===== config.mk =====
export PLATFORM = sky130hd
export DESIGN_NAME = wshift_top
export DESIGN_NICKNAME = d
export VERILOG_FILES = /design/src/rtl/wshift_pkg.sv /design/src/rtl/wshift_cell.sv /design/src/rtl/wshift_stage.sv /design/src/rtl/wshift_top.sv
export SDC_FILE = /design/constraint.sdc
export NUM_CORES = 1
export LEC_CHECK = 0
export BUFFER_PORTS_ARGS = -buffer_cell sky130_fd_sc_hd__buf_2
export CORE_MARGIN = 2
export CORE_UTILIZATION = 50
export CTS_CLUSTER_SIZE = 20
export DETAILED_ROUTE_END_ITERATION = 10
export PLACE_DENSITY_LB_ADDON = 0.3
export RECOVER_POWER = 50
export SLEW_MARGIN = 25
export SYNTH_ARGS = -nofsm -noshare
export SYNTH_HDL_FRONTEND = slang
export SYNTH_HIERARCHICAL = 1
export SYNTH_SLANG_ARGS = --single-unit

===== constraint.sdc =====
create_clock -name clk -period 9.5 [get_ports clk]
set_input_delay 0.95 -clock clk [delete_from_list [all_inputs] [get_ports clk]]
set_output_delay 0.95 -clock clk [all_outputs]
set_load 0.02 [all_outputs]

===== src/rtl/wshift_pkg.sv =====
package wshift_pkg;
  typedef enum logic [1:0] {
    SHM_LOGIC = 2'b00,
    SHM_ARITH = 2'b01,
    SHM_ROTATE = 2'b10,
    SHM_SPARE = 2'b11
  } shm_e;
endpackage


===== src/rtl/wshift_cell.sv =====
module wshift_cell (
  input  logic en,
  input  logic move,
  input  logic to_left,
  input  logic from_lo,
  input  logic from_hi,
  input  logic own,
  output logic y
);
  always_comb begin
    if (!en)          y = 1'b0;
    else if (!move)   y = own;
    else if (to_left) y = from_lo;
    else              y = from_hi;
  end
endmodule


===== src/rtl/wshift_stage.sv =====
module wshift_stage #(
  parameter int W    = 16,
  parameter int DIST = 1
) (
  input  logic         en,
  input  logic         move,
  input  logic         to_left,
  input  logic         rot,
  input  logic         ari,
  input  logic [W-1:0] x,
  output logic [W-1:0] y
);
  logic [W-1:0] lo_v;
  logic [W-1:0] hi_v;

  for (genvar i = 0; i < W; i++) begin : g_bit
    if (i - DIST >= 0) begin : g_lo_in
      assign lo_v[i] = x[i-DIST];
    end else begin : g_lo_edge
      assign lo_v[i] = rot ? x[i-DIST+W] : 1'b0;
    end
    if (i + DIST < W) begin : g_hi_in
      assign hi_v[i] = x[i+DIST];
    end else begin : g_hi_edge
      assign hi_v[i] = rot ? x[i+DIST-W] : (ari ? x[W-1] : 1'b0);
    end
    wshift_cell u_cell (
      .en      (en),
      .move    (move),
      .to_left (to_left),
      .from_lo (lo_v[i]),
      .from_hi (hi_v[i]),
      .own     (x[i]),
      .y       (y[i])
    );
  end
endmodule


===== src/rtl/wshift_top.sv =====
module wshift_top #(
  parameter int W = 16,
  localparam int SW = (W > 1) ? $clog2(W) : 1
) (
  input  logic          clk,
  input  logic          rst,
  input  logic          en,
  input  logic [W-1:0]  din,
  input  logic [SW-1:0] amt,
  input  logic          dir_left,
  input  logic [1:0]    mode,
  output logic [W-1:0]  dout
);
  import wshift_pkg::*;

  logic rot_sel;
  logic ari_sel;
  logic [W-1:0] tap [SW+1];

  assign rot_sel = (mode == SHM_ROTATE);
  assign ari_sel = (mode == SHM_ARITH);
  assign tap[0]  = din;

  for (genvar k = 0; k < SW; k++) begin : g_stage
    wshift_stage #(.W(W), .DIST(1 << k)) u_stage (
      .en      (en),
      .move    (amt[k]),
      .to_left (dir_left),
      .rot     (rot_sel),
      .ari     (ari_sel),
      .x       (tap[k]),
      .y       (tap[k+1])
    );
  end

  always_ff @(posedge clk) begin
    if (rst) dout <= '0;
    else     dout <= tap[SW];
  end


  en_off_zero_chk: assert property (@(posedge clk) disable iff (rst)
    !en |=> dout == '0);


  zero_amt_pass_chk: assert property (@(posedge clk) disable iff (rst)
    (en && amt == '0) |=> dout == $past(din));


  rot_popcount_chk: assert property (@(posedge clk) disable iff (rst)
    (en && mode == SHM_ROTATE) |=> $countones(dout) == $countones($past(din)));


  ari_sign_keep_chk: assert property (@(posedge clk) disable iff (rst)
    (en && mode == SHM_ARITH && !dir_left) |=> dout[W-1] == $past(din[W-1]));


  log_left_lsb_chk: assert property (@(posedge clk) disable iff (rst)
    (en && mode == SHM_LOGIC && dir_left && amt != '0) |=> dout[0] == 1'b0);
endmodule


======== Word level (Yosys, flattened, before mapping) ========
Index checks and enable logic that the tools add are counted.
storage, ports and cells
  bits of input ports ..................... 26
  register bits after elaboration ......... 16
operators by class
  multiplexer cells ....................... 162
  reduce and logical (&&, ||, !) cells .... 1
  bitwise logic cells ..................... 1
  equality and inequality tests ........... 2
operators with widths
  cell                                                  count
  2-to-1 mux 1 bit                                      162
  equality test 2 x 1 -> 1 bit (second input constant)  1
  equality test 2 bit (second input constant)           1
  OR reduction 2 bit                                    1
  NOT 1 bit                                             1

======== Depth between registers and ports, before layout ========
Gate-level depths: netlist of the first run.
  depth in word-level cells ............... 17
  depth in mapped cells ................... 18

======== Cells and area by module ========
The synthesis of the first run kept the hierarchy.
by module, submodules not included
  module                              sequential area each (um^2)  area an instance (um^2)  cells each  times used
  wshift_cell                         0.0                          20.0                     3           64
  wshift_top                          320.3                        476.7                    35          1
  wshift_stage at g_stage[3].u_stage  0.0                          141.4                    26          1
  wshift_stage at g_stage[2].u_stage  0.0                          80.1                     13          1
  wshift_stage at g_stage[1].u_stage  0.0                          50.0                     7           1
  wshift_stage at g_stage[0].u_stage  0.0                          18.8                     4           1

======== Least setup slack after synthesis of the first run ========
No wires, ideal clock.
  path kind ............................... input-to-reg
  start ................................... input port mode[1]
  end ..................................... register dout[15]
  stages .................................. 18
  arrival ................................. 3.881 ns
  path buffers ............................ 0
  required time ........................... 9.443 ns
  slack ................................... 5.562 ns
  setup time .............................. 0.057 ns
  cells stage by stage .................... nor2b_1 > nand2_1 > o21ai_1 > mux2i_1 > a21oi_1 > nand3b_4 > nand2_1 > mux2i_1 > a21oi_1 > nand3b_4 > nand2_1 > mux2i_1 > a21oi_1 > nand3b_4 > nand2_1 > mux2i_1 > a21oi_1 > and2b_2
RTL lines
  item                    RTL line          text
  start: declaration      wshift_top.sv:11  input logic [1:0] mode,
  end signal: assignment  wshift_top.sv:38  else dout <= tap[SW];
  end: declaration        wshift_top.sv:12  output logic [W-1:0] dout

==> results.cfg, run 1 <==
[clock_network]
cts_resized = 0
hold_buffers = 0
htree_levels = 1
cts_buffer_depth = 2
cts_sinks = 16
cts_tree = done
root_buffer = clkbuf_8
cts_setup_buffers = 0
clk_pin_slew_ps = 60
cts_buffers = 3

[die]
start_util = 0.516
die_area_sq_mm = 0.00462
row_count = 23
fp.dieW_microns = 68.0
die_h_microns = 68.0
core_sq_mm = 0.00397
io-pin-count = 42

[timing]
fmax_mhz = 242
setup-violations-final = 0
tns_ps = 0
rsz0062_at_grt = false
hold_viol_final = 0
slew-limit-headroom = 0.328
final_max_slew_viol_count = 0
fin_crit_ps = 4130
worst_pin_slew_ps = 1010
finalCritPeriodShare = 0.434

[run_status]
status = finished, final reports clean

[placement]
dp_cells = 367
gp_congestion = 0.776
placed_cell_area_sq_mm = 0.00230
dp_hpwl_microns = 3400
place.port_buffers = 41

[synthesis]
synthTopCellsByArea = mux2i_1 31%, a21oi_1 16%, dfxtp_1 16%
synthesis.nets = 303
synth_xor_area_frac = 0
syn_inst = 277
mappedNetlistArea_sq_mm = 0.00205
synth-edff-count = 0
yosysTopAreaCell = mux2i_1
synth_mux_area_frac = 0.313
synth_top_family_by_area = compound AO/OA/AOI/OAI gates
synthSimpleGateAreaFrac = 0.205
synth_adder_area_share = 0
synthTopCellsByCount = 64 x a21oi_1, 64 x mux2i_1, 64 x o21ai_0
ys_async_sr_fraction = 0
yosysWarnings = 6
avgSynthCellArea_sq_um = 7.39
synth-main-ff-cell = dfxtp_1
synth.distinct_cells = 13
seq_area_frac_synth = 0.156
ys_ff_latch = 16
synth_compound_area_frac = 0.315
netlist.area_leader.share = 0.313

[cells_and_area]
reg.largest.list = dout: 16 flops
n_fill_cell = 384
layout-drive-gt1-share = 0.162
antenna_cells = 0
stdcell_count = 371
nets = 348
largest_reg_flops = 16
syn2layout_area_growth_pct = 14.2
top_register = dout
stdcell_area_sq_mm = 0.00234

[grt]
grt_pass1_vias = 1722
antenna_found_initial = 0
grt_max_degree = 65
grt_first_pass_wirelength_microns = 7890
grt_usage = 0.213
gr-total-overflow = 0

[critical_path]
crit_path_end_kind = flip-flop
max_stage_delay_ps = 560
crit_buf_inv = 1
crit_type = in2reg
path_cells = buf_2 > nor2b_1 > nand2_1 > o21ai_1 > mux2i_1 > a21oi_1 > nand3b_4 > nand2_1 > mux2i_1 > a21oi_1 > nand3b_4 > nand2_1 > mux2i_1 > a21oi_1 > nand3b_4 > nand2_1 > mux2i_1 > a21oi_1 > and2b_2
required_ps = 9700
cp-start-kind = input pin
cpLargestDelayFamily = simple AND/OR/NAND/NOR gates
worstPathArrival_ps = 4330
cp_max_fo = 8
crit_slowest_cell = nor2b_1

[pwr]
p_leak_nw = 1.10
peakVddDrop_mv = 0.0619
power_density_mw_per_mm2 = 91.6
p_total_uw = 214

[routing]
dr.pass1.iters = 4
drt_iter0_drc = 109
wl_met2_microns = 2330
wl_microns = 4930
routed_via_density = 5.80
met3_length_microns = 189
route.detailed.wl_per_inst_microns = 13.3
detail-route-antenna-nets = 0
drcViolationCount = 0
highest_layer = met4
met1_length_microns = 2400
dr_total_vias = 2151

[worst_hold_path]
hold_path.class = in2reg

[run]
maxCapViolCount = 0
[report_power, final]
part	internal, mW	total [mW]	switching (mW)
Sequential	0.0698	0.0704	0.000616
Clock	0.0367	0.0597	0.0230
Combinational	0.0321	0.0841	0.0520
Total	0.139	0.214	0.0756
[path summary, 6_finish.rpt]
check,start,end,cells after the start
worst max-delay path,mode[0],dout[14],19
worst min-delay path,rst,dout[5],2
[cells in the final DEF (no fill, tap or decap), drive strengths merged]
cell type  netlist  layout
clkbuf           0      20
dfxtp           16      16
a21oi           64      64
nor2b           12      12
nand3b           3       3
o21ai           65      65
buf              2      26
and2b            6       6
and2            15      15
nand2           30      30
mux2i           64      64
[logic make-up (layout without fill, tap and decap cells)]
kind of cell / after synthesis / count (layout)
simple gates: 66 / 66
flops: 16 / 16
buf+inv: 2 / 46
compound gates: 129 / 129
mux: 64 / 64
[layout make-up]
class                      count  area [sq um]  share of cell area
clock buffer                   4          55.1              0.0235
multi-input combinational    259          1710               0.729
sequential                    16           320               0.137
tap                           50          62.6              0.0268
timing repair buffer          42           195              0.0835
[through the flow]
step | worst slack (ps) | util | hold WS [ps]
after floorplan | 5560 | - | 1150
final | 5370 | 0.589 | 1060
after global routing | 5040 | 0.589 | 1090
after CTS | 5390 | 0.594 | 1060
after global placement | 5340 | 0.580 | 1320
after detailed placement | 5140 | 0.580 | 1320
[metal layers]
layer | global-route usage | vias to the layer above
li1 | - | 1124
met1 | 0.301 | 991
met2 | 0.346 | 34
met3 | 0.0345 | 2
met4 | 0.0325 | 0
met5 | 0 | -
Note: power is estimated with default switching activity, not from simulation.
==> inputs of run 2 (changes only) <==
==> constraint.sdc (replaced) <==
create_clock -name clk -period 3.9 [get_ports clk]
set_input_delay 0.39 -clock clk [delete_from_list [all_inputs] [get_ports clk]]
set_output_delay 0.39 -clock clk [all_outputs]
set_load 0.02 [all_outputs]
==> results.cfg, run 2 (synthesized netlist as in run 1, its figures left out) <==
[clock_network]
cts_setup_buffers = 0
htree_levels = 1
root_buffer = clkbuf_8
cts_resized = 0
cts_tree = done
clk_pin_slew_ps = 60
hold_buffers = 0
cts_buffers = 3
cts_buffer_depth = 2
cts_sinks = 16

[cells_and_area]
antenna_cells = 0
layout-drive-gt1-share = 0.170
largest_reg_flops = 16
n_fill_cell = 396
utilization = 0.593
syn2layout_area_growth_pct = 15.0
layout_common_cells = 64 x mux2i_1, 64 x o21ai_0, 64 x a21oi_1
reg.largest.list = dout: 16 flops
nets = 352
stdcell_area_sq_mm = 0.00235
top_register = dout

[timing]
worst_pin_slew_ps = 447
tns_ps = 0
fin_crit_ps = 3030
holdWs_ps = 514
rsz0062_at_grt = false
slew-limit-headroom = 0.702
final_max_slew_viol_count = 0
hold_viol_final = 0
fmax_mhz = 330
finalCritPeriodShare = 0.776
setup-violations-final = 0

[critical_path]
cp_max_fo = 8
worstPathArrival_ps = 3220
crit_slowest_cell = a21oi_1
path_cells = buf_2 > nor2b_1 > buf_4 > nand2_1 > o21ai_1 > mux2i_1 > a21oi_1 > nand3b_4 > nand2_1 > mux2i_1 > a21oi_1 > nand3b_4 > nand2_1 > mux2i_1 > a21oi_1 > nand3b_4 > nand2_1 > mux2i_1 > a21oi_1 > and2b_2
required_ps = 4090
crit_start = mode[1]
max_stage_delay_ps = 360
crit_end = dout[13]
cp-start-kind = input pin
crit_type = in2reg
crit_path_end_kind = flip-flop

[run]
maxCapViolCount = 0

[routing]
routed_via_density = 5.80
route.detailed.wl_per_inst_microns = 13.0
dr.pass1.iters = 4
dr_total_vias = 2168
drt_iter0_drc = 115
wl_microns = 4880
drcViolationCount = 0
detail-route-antenna-nets = 0

[die]
core_sq_mm = 0.00397
die_area_sq_mm = 0.00462
start_util = 0.516
row_count = 23
die_h_microns = 68.0
fp.dieW_microns = 68.0
io-pin-count = 42

[placement]
dp_hpwl_microns = 3540
gp_congestion = 0.845
place.port_buffers = 41
placed_cell_area_sq_mm = 0.00233

[grt]
antenna_found_initial = 0
gr-total-overflow = 0
grt_pass1_vias = 1790
grt_first_pass_wirelength_microns = 8200
grt_usage = 0.221
grt_max_degree = 36

[run_status]
status = finished, final reports clean

[worst_hold_path]
hold_path.class = in2reg

[pwr]
peakVddDrop_mv = 0.116
power_density_mw_per_mm2 = 211
p_leak_nw = 1.12
## run 2: how the worst min path moves through the flow
stage	startpoint	cells after the start	to
floorplan	amt[3]	2	dout[10]
global placement	rst	2	dout[9]
detailed placement	rst	2	dout[8]
CTS	rst	2	dout[7]
global route	rst	2	dout[7]
finish	rst	2	dout[7]
## run 2: final cells by class
type | instances | area (sq um) | area share
clock buffer | 3 | 41.3 | 0.0175
sequential | 16 | 320 | 0.136
tap | 50 | 62.6 | 0.0266
multi-input combinational | 259 | 1710 | 0.724
timing repair buffer | 46 | 225 | 0.0956
## run 2: where the power goes
part | switching [mW] | internal [mW]
Sequential | 0.00145 | 0.170
Combinational | 0.127 | 0.0793
Clock | 0.0510 | 0.0684
## run 2: metal layers
layer	vias up	track usage	part of all wire
li1	1137	-	-
met1	999	0.312	0.48
met2	28	0.363	0.48
met3	4	0.0378	0.032
met4	0	0.0250	0.0049
met5	-	0	0
## run 2: stage by stage
stage | instances | total power, mW | worst slack (ps)
finish | 374 | 0.497 | 873
global route | 374 | 0.532 | 538
CTS | 374 | 0.503 | 880
detailed placement | 371 | 0.381 | 632
global placement | 371 | 0.378 | 734
floorplan | 277 | 0.300 | 522
## run 2: critical path, delay by kind of cell
family	cells	cell delay, ps
muxes	4	260
and+or+nand+nor	9	970
buffers and inverters	2	270
AOI/OAI and AO/OA	5	1330
==> inputs of run 3 (changes only) <==
==> constraint.sdc (replaced) <==
create_clock -name clk -period 2.6 [get_ports clk]
set_input_delay 0.26 -clock clk [delete_from_list [all_inputs] [get_ports clk]]
set_output_delay 0.26 -clock clk [all_outputs]
set_load 0.02 [all_outputs]
==> results.cfg, run 3 (synthesized netlist as in run 1, its figures left out) <==
[cells_and_area]
utilization = 0.645
top_register = dout
syn2layout_area_growth_pct = 25.1
antenna_cells = 0
reg.largest.list = dout: 16 flops
final_common_cell = o21ai_0
stdcell_count = 393
n_fill_cell = 372
nets = 371
layout_common_cells = 64 x o21ai_0, 63 x mux2i_1, 61 x a21oi_1
largest_reg_flops = 16
layout-drive-gt1-share = 0.254

[pwr]
clkPwrFrac = 0.232
power_density_mw_per_mm2 = 307
peakVddDrop_mv = 0.243
p_int_uw = 503
power_frac_comb = 0.441
p_sw_frac = 0.361
p_leak_nw = 1.23
switchingPower_uw = 285
seqPwrFrac = 0.327

[clock_network]
root_buffer = clkbuf_8
cts_buffers = 3
clk_pin_slew_ps = 60
cts_tree = done
hold_buffers = 0
htree_levels = 1
cts_sinks = 16
cts_buffer_depth = 2

[die]
die_h_microns = 68.0
core_sq_mm = 0.00397
row_count = 23
die_area_sq_mm = 0.00462
start_util = 0.516
fp.dieW_microns = 68.0
io-pin-count = 42

[grt]
gr-total-overflow = 0
grt_first_pass_wirelength_microns = 8710
grt_pass1_vias = 1953
antenna_found_initial = 0
grt_usage = 0.241
grt_max_degree = 46

[routing]
drt_iter0_drc = 133
drcViolationCount = 0
routed_via_density = 5.76
dr_total_vias = 2265
detail-route-antenna-nets = 0
route.detailed.wl_per_inst_microns = 13.9
wl_microns = 5470
dr.pass1.iters = 4

[placement]
gp_congestion = 0.861
dp_cells = 387
place.port_buffers = 41
dp_hpwl_microns = 3780
dp_slack_ps = -173

[timing]
hold_viol_final = 0
setup_slack_ps = 87.8
final_max_slew_viol_count = 0
fmax_mhz = 398
slew-limit-headroom = 0.692
worst_pin_slew_ps = 462
setup-violations-final = 0
finalCritPeriodShare = 0.966
rsz0062_at_grt = true
fin_crit_ps = 2510
tns_ps = 0

[critical_path]
crit_path_end_kind = flip-flop
required_ps = 2800
cp_max_fo = 8
cp-start-kind = input pin
worstPathArrival_ps = 2710
crit_type = in2reg

[run_status]
status = finished, final reports clean

[run]
maxCapViolCount = 0

[worst_hold_path]
hold_path.class = in2reg
-- run 3: cell count changes in the layout (fill, tap and decap cells not counted), sizes merged --
cell	delta
buf	+21
clkbuf	-2
-- run 3: worst paths after layout --
kind,startpoint,endpoint,slack [ps],cells after the start
setup / recovery,mode[0],dout[15],90,19
hold / removal,rst,dout[9],390,2
-- run 3: critical path, stage by stage --
cell	delay [ps]
buf_8	80
nor2b_4	150
nand2_1	60
o21ai_1	120
mux2i_1	90
a21oi_2	240
nand3b_4	110
nand2_2	80
mux2i_2	70
a21oi_2	250
nand3b_4	110
nand2_2	80
mux2i_1	80
a21oi_2	230
nand3b_4	160
nand2_1	100
mux2i_1	60
a21oi_1	200
and2b_2	170
-- run 3: timing repair --
item | 4_1_cts | 5_1_grt
endpoints found under the setup margin | 0 | 12
gates resized for setup | 0 | 13
setup buffers | 0 | 3
endpoints found under the hold margin | 0 | 0
-- run 3: final cells by class --
type	count	area (sq um)	share of cell area
Timing Repair Buffer	65	390	0.152
Sequential cell	16	320	0.125
Clock buffer	3	41.3	0.0161
Multi-Input combinational cell	259	1750	0.682
Tap cell	50	62.6	0.0244
-- run 3: routing by layer --
| layer | track usage | vias up | routed length, microns |
|---|---|---|---|
| met5 | 0 | - | 0 |
| met3 | 0.0345 | 8 | 151 |
| met2 | 0.434 | 42 | 2780 |
| li1 | - | 1172 | - |
| met1 | 0.296 | 1043 | 2460 |
| met4 | 0.0675 | 0 | 73 |
-- run 3: power by group through the flow --
stage	sequential (mW)	combinational, mW	clock (mW)
6_report	0.258	0.347	0.183
5_1_grt	0.258	0.386	0.198
4_1_cts	0.257	0.335	0.189
3_5_place_dp	0.263	0.334	0
3_3_place_gp	0.262	0.328	0
2_1_floorplan	0.276	0.178	0
-- run 3: metrics by stage --
| stage | hold slack (ps) | area [sq um] | total power, mW |
|---|---|---|---|
| after floorplan | 459 | 2070 | 0.454 |
| final | 390 | 2560 | 0.788 |
| after global routing | 407 | 2560 | 0.842 |
| after global placement | 637 | 2470 | 0.590 |
| after CTS | 379 | 2520 | 0.782 |
| after detailed placement | 640 | 2470 | 0.597 |
